`config.mk`:
```
export PLATFORM = sky130hd
export DESIGN_NAME = snd_trig_ctrl
export DESIGN_NICKNAME = d
export VERILOG_FILES = /design/src/rtl/snd_trig_pkg.sv /design/src/rtl/snd_pin_edge.sv /design/src/rtl/snd_holdoff.sv /design/src/rtl/snd_vec_slot.sv /design/src/rtl/snd_trig_ctrl.sv
export SDC_FILE = /design/constraint.sdc
export NUM_CORES = 1
export LEC_CHECK = 0
export ABC_AREA = 1
export CAP_MARGIN = 0
export CORE_ASPECT_RATIO = 1.25
export CORE_MARGIN = 2
export CORE_UTILIZATION = 60
export CTS_BUF_LIST = sky130_fd_sc_hd__clkbuf_4 sky130_fd_sc_hd__clkbuf_8
export DETAILED_ROUTE_END_ITERATION = 7
export HOLD_SLACK_MARGIN = 0.05
export PLACE_DENSITY = 0.86
export SETUP_SLACK_MARGIN = 0.1
export SYNTH_ARGS = -nofsm -noshare
export SYNTH_HDL_FRONTEND = slang
export SYNTH_SLANG_ARGS = --single-unit
```
`constraint.sdc`:
```
create_clock -name clk_i -period 3.62 [get_ports clk_i]
set_input_delay 0.905 -clock clk_i [delete_from_list [all_inputs] [get_ports clk_i]]
set_output_delay 0.905 -clock clk_i [all_outputs]
set_load 0.05 [all_outputs]
```
`src/rtl/snd_trig_pkg.sv`:
```
package snd_trig_pkg;
  localparam int unsigned ADDR_W        = 2;
  localparam int unsigned REG_W         = 8;
  localparam int unsigned PROP_BUSY_BIT = 5;
  localparam int unsigned PROP_TMO_BIT  = 6;

  typedef enum logic [ADDR_W-1:0] {
    REG_TRIG = 2'd0,
    REG_PROP = 2'd1
  } reg_sel_e;
endpackage

```
`src/rtl/snd_pin_edge.sv`:
```
module snd_pin_edge #(
  parameter int unsigned NUM_PINS = 5
) (
  input  logic                clk_i,
  input  logic                rst_ni,
  input  logic [NUM_PINS-1:0] pins_i,
  input  logic [NUM_PINS-1:0] pol_i,
  output logic [NUM_PINS-1:0] edge_o
);
  for (genvar k = 0; k < NUM_PINS; k++) begin : g_pin
    logic meta_q, sync_q, prev_q;

    always_ff @(posedge clk_i or negedge rst_ni) begin
      if (!rst_ni) begin
        meta_q <= 1'b0;
        sync_q <= 1'b0;
        prev_q <= 1'b0;
      end else begin
        meta_q <= pins_i[k];
        sync_q <= meta_q;
        prev_q <= sync_q;
      end
    end

    // pol 0: rising, pol 1: falling
    assign edge_o[k] = pol_i[k] ? (prev_q & ~sync_q) : (sync_q & ~prev_q);

    p_pulse_r10: assert property (@(posedge clk_i) disable iff (!rst_ni)
      edge_o[k] |=> !edge_o[k]);
  end
endmodule

```
`src/rtl/snd_holdoff.sv`:
```
module snd_holdoff #(
  parameter int unsigned       TMR_W       = 16,
  parameter logic [TMR_W-1:0]  TIMEOUT_CYC = 16'd20
) (
  input  logic clk_i,
  input  logic rst_ni,
  input  logic start_i,
  input  logic tmo_en_i,
  input  logic slot_busy_i,
  output logic ready_o
);
  logic [TMR_W-1:0] cnt_q;
  logic             ready_q;

  always_ff @(posedge clk_i or negedge rst_ni) begin
    if (!rst_ni) begin
      cnt_q   <= '0;
      ready_q <= 1'b1;
    end else if (start_i) begin
      ready_q <= 1'b0;
      cnt_q   <= tmo_en_i ? TIMEOUT_CYC : '0;
    end else begin
      if (cnt_q != '0) cnt_q <= cnt_q - 1'b1;
      if (!ready_q && cnt_q == '0 && !slot_busy_i) ready_q <= 1'b1;
    end
  end

  assign ready_o = ready_q;

  p_cnt_blocks_r4: assert property (@(posedge clk_i) disable iff (!rst_ni)
    (cnt_q != '0) |-> !ready_o);
  p_slot_blocks_r9: assert property (@(posedge clk_i) disable iff (!rst_ni)
    slot_busy_i |-> !ready_o);
endmodule

```
`src/rtl/snd_vec_slot.sv`:
```
module snd_vec_slot #(
  parameter int unsigned VEC_W = 8
) (
  input  logic             clk_i,
  input  logic             rst_ni,
  input  logic             load_i,
  input  logic [VEC_W-1:0] data_i,
  input  logic             accept_i,
  output logic             valid_o,
  output logic [VEC_W-1:0] data_o
);
  always_ff @(posedge clk_i or negedge rst_ni) begin
    if (!rst_ni) begin
      valid_o <= 1'b0;
      data_o  <= '0;
    end else if (load_i) begin
      valid_o <= 1'b1;
      data_o  <= data_i;
    end else if (valid_o && accept_i) begin
      valid_o <= 1'b0;
    end
  end

  p_hold_r12: assert property (@(posedge clk_i) disable iff (!rst_ni)
    (valid_o && !accept_i) |=> (valid_o && $stable(data_o)));
endmodule

```
`src/rtl/snd_trig_ctrl.sv`:
```
module snd_trig_ctrl
  import snd_trig_pkg::*;
#(
  parameter int unsigned                  TMR_W       = 16,
  parameter logic [TMR_W-1:0]             TIMEOUT_CYC = 16'd20,
  parameter int unsigned                  NUM_PINS    = 5,
  parameter int unsigned                  VEC_W       = 8,
  parameter logic [NUM_PINS*VEC_W-1:0]    PIN_VEC     = 40'h50_40_30_20_10
) (
  input  logic                clk_i,
  input  logic                rst_ni,
  input  logic [ADDR_W-1:0]   reg_addr_i,
  input  logic                reg_wr_i,
  input  logic                reg_rd_i,
  input  logic [REG_W-1:0]    reg_wdata_i,
  output logic [REG_W-1:0]    reg_rdata_o,
  input  logic [NUM_PINS-1:0] evt_pins_i,
  input  logic                play_busy_i,
  output logic                vec_valid_o,
  output logic [VEC_W-1:0]    vec_data_o,
  input  logic                vec_accept_i
);
  localparam int unsigned CODE_W = VEC_W - 1;

  logic [CODE_W-1:0]   code_q;
  logic [NUM_PINS-1:0] pol_q;
  logic                tmo_en_q;
  logic                ready;
  logic [NUM_PINS-1:0] pin_edge;
  logic                wr_trig, wr_prop, host_take, pin_hit, pin_take, start;
  logic [VEC_W-1:0]    pin_vec, load_vec;
  logic                unused_wbits;

  assign unused_wbits = ^{reg_wdata_i[REG_W-1], reg_wdata_i[PROP_BUSY_BIT]};

  assign wr_trig   = reg_wr_i && (reg_addr_i == REG_TRIG);
  assign wr_prop   = reg_wr_i && (reg_addr_i == REG_PROP);
  assign host_take = wr_trig && ready;
  assign pin_hit   = |pin_edge;
  assign pin_take  = ready && pin_hit && !wr_trig;  // host write has priority
  assign start     = host_take || pin_take;

  // lowest index wins
  always_comb begin
    pin_vec = '0;
    for (int k = NUM_PINS - 1; k >= 0; k--) begin
      if (pin_edge[k]) pin_vec = PIN_VEC[k*VEC_W +: VEC_W];
    end
  end

  assign load_vec = host_take ? {1'b1, reg_wdata_i[CODE_W-1:0]} : pin_vec;

  always_ff @(posedge clk_i or negedge rst_ni) begin
    if (!rst_ni) begin
      code_q   <= '0;
      pol_q    <= '0;
      tmo_en_q <= 1'b0;
    end else begin
      if (host_take) code_q <= reg_wdata_i[CODE_W-1:0];
      if (wr_prop) begin
        pol_q    <= reg_wdata_i[NUM_PINS-1:0];
        tmo_en_q <= reg_wdata_i[PROP_TMO_BIT];
      end
    end
  end

  always_comb begin
    reg_rdata_o = '0;
    if (reg_rd_i) begin
      unique case (reg_addr_i)
        REG_TRIG: reg_rdata_o = {ready, code_q};
        REG_PROP: begin
          reg_rdata_o[NUM_PINS-1:0]  = pol_q;
          reg_rdata_o[PROP_BUSY_BIT] = play_busy_i;
        end
        default: reg_rdata_o = '0;
      endcase
    end
  end

  snd_pin_edge #(.NUM_PINS(NUM_PINS)) i_edge (
    .clk_i  (clk_i),
    .rst_ni (rst_ni),
    .pins_i (evt_pins_i),
    .pol_i  (pol_q),
    .edge_o (pin_edge)
  );

  snd_holdoff #(.TMR_W(TMR_W), .TIMEOUT_CYC(TIMEOUT_CYC)) i_holdoff (
    .clk_i       (clk_i),
    .rst_ni      (rst_ni),
    .start_i     (start),
    .tmo_en_i    (tmo_en_q),
    .slot_busy_i (vec_valid_o),
    .ready_o     (ready)
  );

  snd_vec_slot #(.VEC_W(VEC_W)) i_slot (
    .clk_i    (clk_i),
    .rst_ni   (rst_ni),
    .load_i   (start),
    .data_i   (load_vec),
    .accept_i (vec_accept_i),
    .valid_o  (vec_valid_o),
    .data_o   (vec_data_o)
  );

  p_drop_r3: assert property (@(posedge clk_i) disable iff (!rst_ni)
    (wr_trig && !ready) |=> $stable(code_q));
  p_offset_r5: assert property (@(posedge clk_i) disable iff (!rst_ni)
    host_take |=> (vec_valid_o && vec_data_o == {1'b1, $past(reg_wdata_i[CODE_W-1:0])}));
  p_no_load_busy_r10: assert property (@(posedge clk_i) disable iff (!rst_ni)
    (!ready && !vec_valid_o) |=> !vec_valid_o);
endmodule

```
Word level (Yosys, flattened, before mapping)
Index checks and enable logic that the tools add are counted.
{"block": "classes", "add_sub_neg": 1, "eq_ne": 1, "mux": 21, "bitwise_logic": 20, "reduce_logical": 19}
{"operator": "2-to-1 mux 8 bit", "count": 5}
{"operator": "2-to-1 mux 16 bit", "count": 2}
{"operator": "zero test 16 bit", "count": 1}
{"operator": "nonzero test 16 bit", "count": 1}
{"operator": "subtractor 16 x 1 -> 16 bit, second input constant", "count": 1}
{"operator": "2-to-1 mux 7 bit", "count": 2}
{"operator": "case mux 6 bit (2 select lines)", "count": 1}
{"operator": "bitwise AND 1 bit", "count": 10}
{"operator": "NOT 1 bit", "count": 10}
{"operator": "2-to-1 mux 1 bit", "count": 9}
{"operator": "logical AND 1 bit", "count": 8}
{"operator": "nonzero test 2 bit", "count": 3}
{"operator": "2-to-1 mux 5 bit", "count": 1}
{"operator": "OR reduction 5 bit", "count": 1}
{"operator": "zero test 1 bit", "count": 3}
{"operator": "equality test 2 x 1 -> 1 bit, second input constant", "count": 1}
{"operator": "zero test 2 bit", "count": 1}
{"operator": "2-to-1 mux 2 bit", "count": 1}
{"operator": "logical OR 1 bit", "count": 1}
{"block": "word_totals", "ff_bits": 54, "word_cells": 84}

Depth between registers and ports, before layout
{"block": "depth", "depth_word": 9, "ltp_mapped": 10, "mapped_depth_nobuf": 10}

Modules after synthesis
Synthesis repeated with hierarchy kept, for this count alone.
{"block": "unflattened", "hier_cells": 334, "area_unflattened_um2": 2630.0}
{"mod": "snd_holdoff", "n_inst": 1, "cells_per_inst": 150, "area_each_um2": 1029.7, "seq_area_each_um2": 426.7}
{"mod": "snd_trig_ctrl", "n_inst": 1, "cells_per_inst": 101, "area_each_um2": 758.2, "seq_area_each_um2": 325.3}
{"mod": "snd_pin_edge", "n_inst": 1, "cells_per_inst": 45, "area_each_um2": 500.5, "seq_area_each_um2": 375.4}
{"mod": "snd_vec_slot", "n_inst": 1, "cells_per_inst": 38, "area_each_um2": 341.6, "seq_area_each_um2": 225.2}

Worst setup path after synthesis
No wires, ideal clock.
{"block": "synth_timing", "path_type": "input -> output", "startpoint": "input reg_addr_i[1]", "endpoint": "output reg_rdata_o[6]", "arrival_time_ps": 2181, "required_time_ps": 2715, "slack_ps": 534, "path_stages": 3, "path_buffers": 0, "path_cell_list": "nor2_4 inv_1 nor3_1"}
{"block": "synth_via", "elab_chain_len": 3}
{"element": "start, declared", "line": "snd_trig_ctrl.sv:12", "source": "input logic [ADDR_W-1:0] reg_addr_i,"}
{"element": "zero test 2 bit", "line": "snd_trig_ctrl.sv:70", "source": "unique case (reg_addr_i)"}
{"element": "2-to-1 mux 2 bit", "line": "snd_trig_ctrl.sv:70"}
{"element": "2-to-1 mux 8 bit", "line": "snd_trig_ctrl.sv:69", "source": "if (reg_rd_i) begin"}
{"element": "end, declared", "line": "snd_trig_ctrl.sv:16", "source": "output logic [REG_W-1:0] reg_rdata_o,"}
Every way passes these cells.

Worst setup path in the final report
{"block": "layout_timing", "startpoint": "input reg_addr_i[0]", "endpoint": "output reg_rdata_o[5]"}
{"block": "layout_via", "elab_chain_len": 3, "elab_cells_between_ends": 4}
{"element": "equality test 2 x 1 -> 1 bit or zero test 2 bit (tied branches)", "line": "snd_trig_ctrl.sv:70"}
{"element": "case mux 6 bit (2 select lines) *", "line": "snd_trig_ctrl.sv:70"}
{"element": "2-to-1 mux 8 bit *", "line": "snd_trig_ctrl.sv:69"}
Every way passes the cells marked *; elsewhere a longest branch is shown, timed or not.

==> impl_results.md <==
- Postcts setup bufs: 0
- Post-DR wirelength/cell: 13.5 µm
- Grt peak-use layer: met2
- Status: complete, no violations
- YS warnings: 0
- Met1 usage: 0.273
- Initial antenna violation count: 0
- Htree depth: 2
- Number of distinct library cells after synthesis: 30
- Vias in the first global route: 2243
- CTS resizes: 0
- Port Buffers: 36
- Full die area: 4840 µm²
- Layout Nets: 386
- Share of cells above drive strength 1: 0.0959
- Final cell count without fillers: 421
- Worst hold margin: 358 ps
- Critical path origin: reg_addr_i[0]
- Count leader, synth: nand2_1
- Worst slew margin: 0.517
- Synthesis-stage register bit count: 54
- Syn Std Cell Area: approximately 2600 µm²
- Crit Path Max Fanout: 7
- Fin crit share: 0.909
- Diode count: 0
- Post-synth EDFFs: 0
- Worst-skew pair later-pin latency: 310 ps
- DP Worst Slack: approximately 340 ps
- VDD IR max: roughly 0.0004 V
- Setup ws final: 329 ps
- CP arrival: 2390 ps
- Power per cell area: between 600 and 700 nW/µm²
- Drt via density: ~5.2
- Final min period: roughly 3300 ps
- TritonCTS buffer count: 5
- Fillers: between 200 and 300
- CTS Sinks: 54
- Fmax: approximately 300 MHz
- # DRC: 0
- Initial DRT Pass Iterations: 4
- Yosys top cell by area: dfrtp_1
- Unrepaired setup endpoints after global routing: false
- Final number of setup-violating endpoints: 0
- Routed Antenna Nets: 0
- Post-synth ARST share: 1.00
- Hold Startpoint: i_edge.g_pin[1].meta_q$_DFF_PN0_
- Starting Density: 0.629
- Area fraction of the dominant cell type after synthesis: 0.514
- Gpl congestion: around 0.86
- Startpoint type of the worst setup path: input port
- Main synth FF type: dfrtp_1
- Final Hold Vio Count: 0
- Synth Instances: 324
- CTS root buf: clkbuf_8
- Setup TNS: 0 ps
- Syn avg cell area: 7.96 µm²
- Reg2Reg Launch Point: i_holdoff.cnt_q[0]$_DFFE_PN0P_
- CTS tree: done
- Hold buffers post-CTS: 0
- Post-placement cell count: around 410
- Met3 usage: 0.0689
- Max cap viols: 0
- Hold Crit Class: reg2reg
- CP Data Required Time: about 2700 ps
- Max Slew Vio Count: 0
- Row Count: 26
- Setup CP Type: in2out
- Crit. End Element: output port
- Synth top area cells: dfrtp_1 (51%), nand2_1 (17%), inv_1 (6.3%)
- Clock buffer depth: 2
- First-pass GRT wire length: between 9 and 10 mm
- Die height: 77.3 µm
- Total congestion overflow: 0
- P&R area growth vs syn: 23.1%
- Largest net degree at the start of global routing: 35
- DRT iter0 DRCs: 106
- Leak: around 1.6 nW
- Vias post-DR: ~2200
- DP HPWL: approximately 4.3 mm
- Top Ports: 38
- Total wire length: approximately 5.7 mm
- GRT Total Usage: 0.261
- Core Box Area: 4100 µm²
- Sequential fraction of the synthesis area: 0.525
- Die X: between 60 and 70 µm
- Worst slew pin tran: 725 ps
- Power Total: about 2.0 mW
- Met2 usage: 0.480
- Worst-path clk slew: roughly 100 ps
- Leading cell types by count after synthesis: nand2_1 (115), dfrtp_1 (53), inv_1 (43)
- Setup Skew: between 9 and 10 ps
- Syn nets: about 350
## cells in the final DEF, fill, tap and decap left out, drive strengths merged
cell type / n
o21ai: 10
nor2: 38
nand4: 2
nor4: 1
xor2: 3
o31ai: 1
nor3: 5
ha: 1
xnor2: 1
dfrtp: 53
a21oi: 18
o21a: 1
nand3: 18
mux2: 1
bufinv: 1
nand3b: 3
dfstp: 1
clkbuf: 5
inv: 47
buf: 10
nand2: 118
clkdlybuf4s50: 27
## worst paths after layout
path / to / slack [ps] / cells past startpoint
min in group asynchronous: i_edge.g_pin[4].prev_q$_DFF_PN0_ / 640 / 1
worst max register to register: i_holdoff.cnt_q[12]$_DFFE_PN0P_ / 1910 / 7
worst min register to register: i_edge.g_pin[1].sync_q$_DFF_PN0_ / 360 / 0
max in group asynchronous: i_holdoff.ready_o$_DFFE_PN1P_ / 2180 / 2
worst max-delay path: reg_rdata_o[5] / 330 / 6
worst min-delay path: i_edge.g_pin[1].sync_q$_DFF_PN0_ / 360 / 0
## state kept, by name, indices dropped and copies added (netlist names), 5 cells and up
name	count
i_edge.g_pin.meta_q	5
pol_q	5
i_edge.g_pin.prev_q	5
i_slot.data_o	8
i_edge.g_pin.sync_q	5
code_q	7
i_holdoff.cnt_q	16
## stage by stage
step                      utilization  instance area, µm²
final                           0.775                3180
after global routing            0.775                3180
after CTS                       0.775                3180
after detailed placement        0.746                3060
after global placement          0.746                3060
after floorplan                     -                2580
## critical path: stages
cell and delay, ps:
clkdlybuf4s50_1 520, inv_1 50, nor2_1 340, nand2_1 130
a21oi_1 260, buf_12 180
## cell families after synthesis
| group | share of synthesized area |
|---|---|
| compound gates | 0.0660 |
| xor+xnor | 0.0136 |
| fa+ha+maj | 0.00485 |
| buf+inv | 0.0781 |
| flops | 0.525 |
| mux | 0.00437 |
| simple gates | 0.309 |
## power breakdown
group / switching, mW / internal (mW)
Combinational: 0.462 / 0.265
Sequential: 0.123 / 0.745
Clock: 0.208 / 0.211
## cell type report
class | count | area (µm²) | share of cell area
sequential | 54 | 1350 | 0.426
inverter | 45 | 169 | 0.0532
clock buffer | 5 | 68.8 | 0.0217
multi-input combinational | 221 | 1020 | 0.323
clock inverter | 3 | 47.5 | 0.0150
tap | 56 | 70.1 | 0.0221
timing repair buffer | 37 | 443 | 0.139
## per-layer routing
layer	routed length, µm	part of all wire
met3	293	0.052
met2	3000	0.53
met5	0	0
met1	2200	0.39
met4	192	0.034
(Power assumes the default switching activity.)
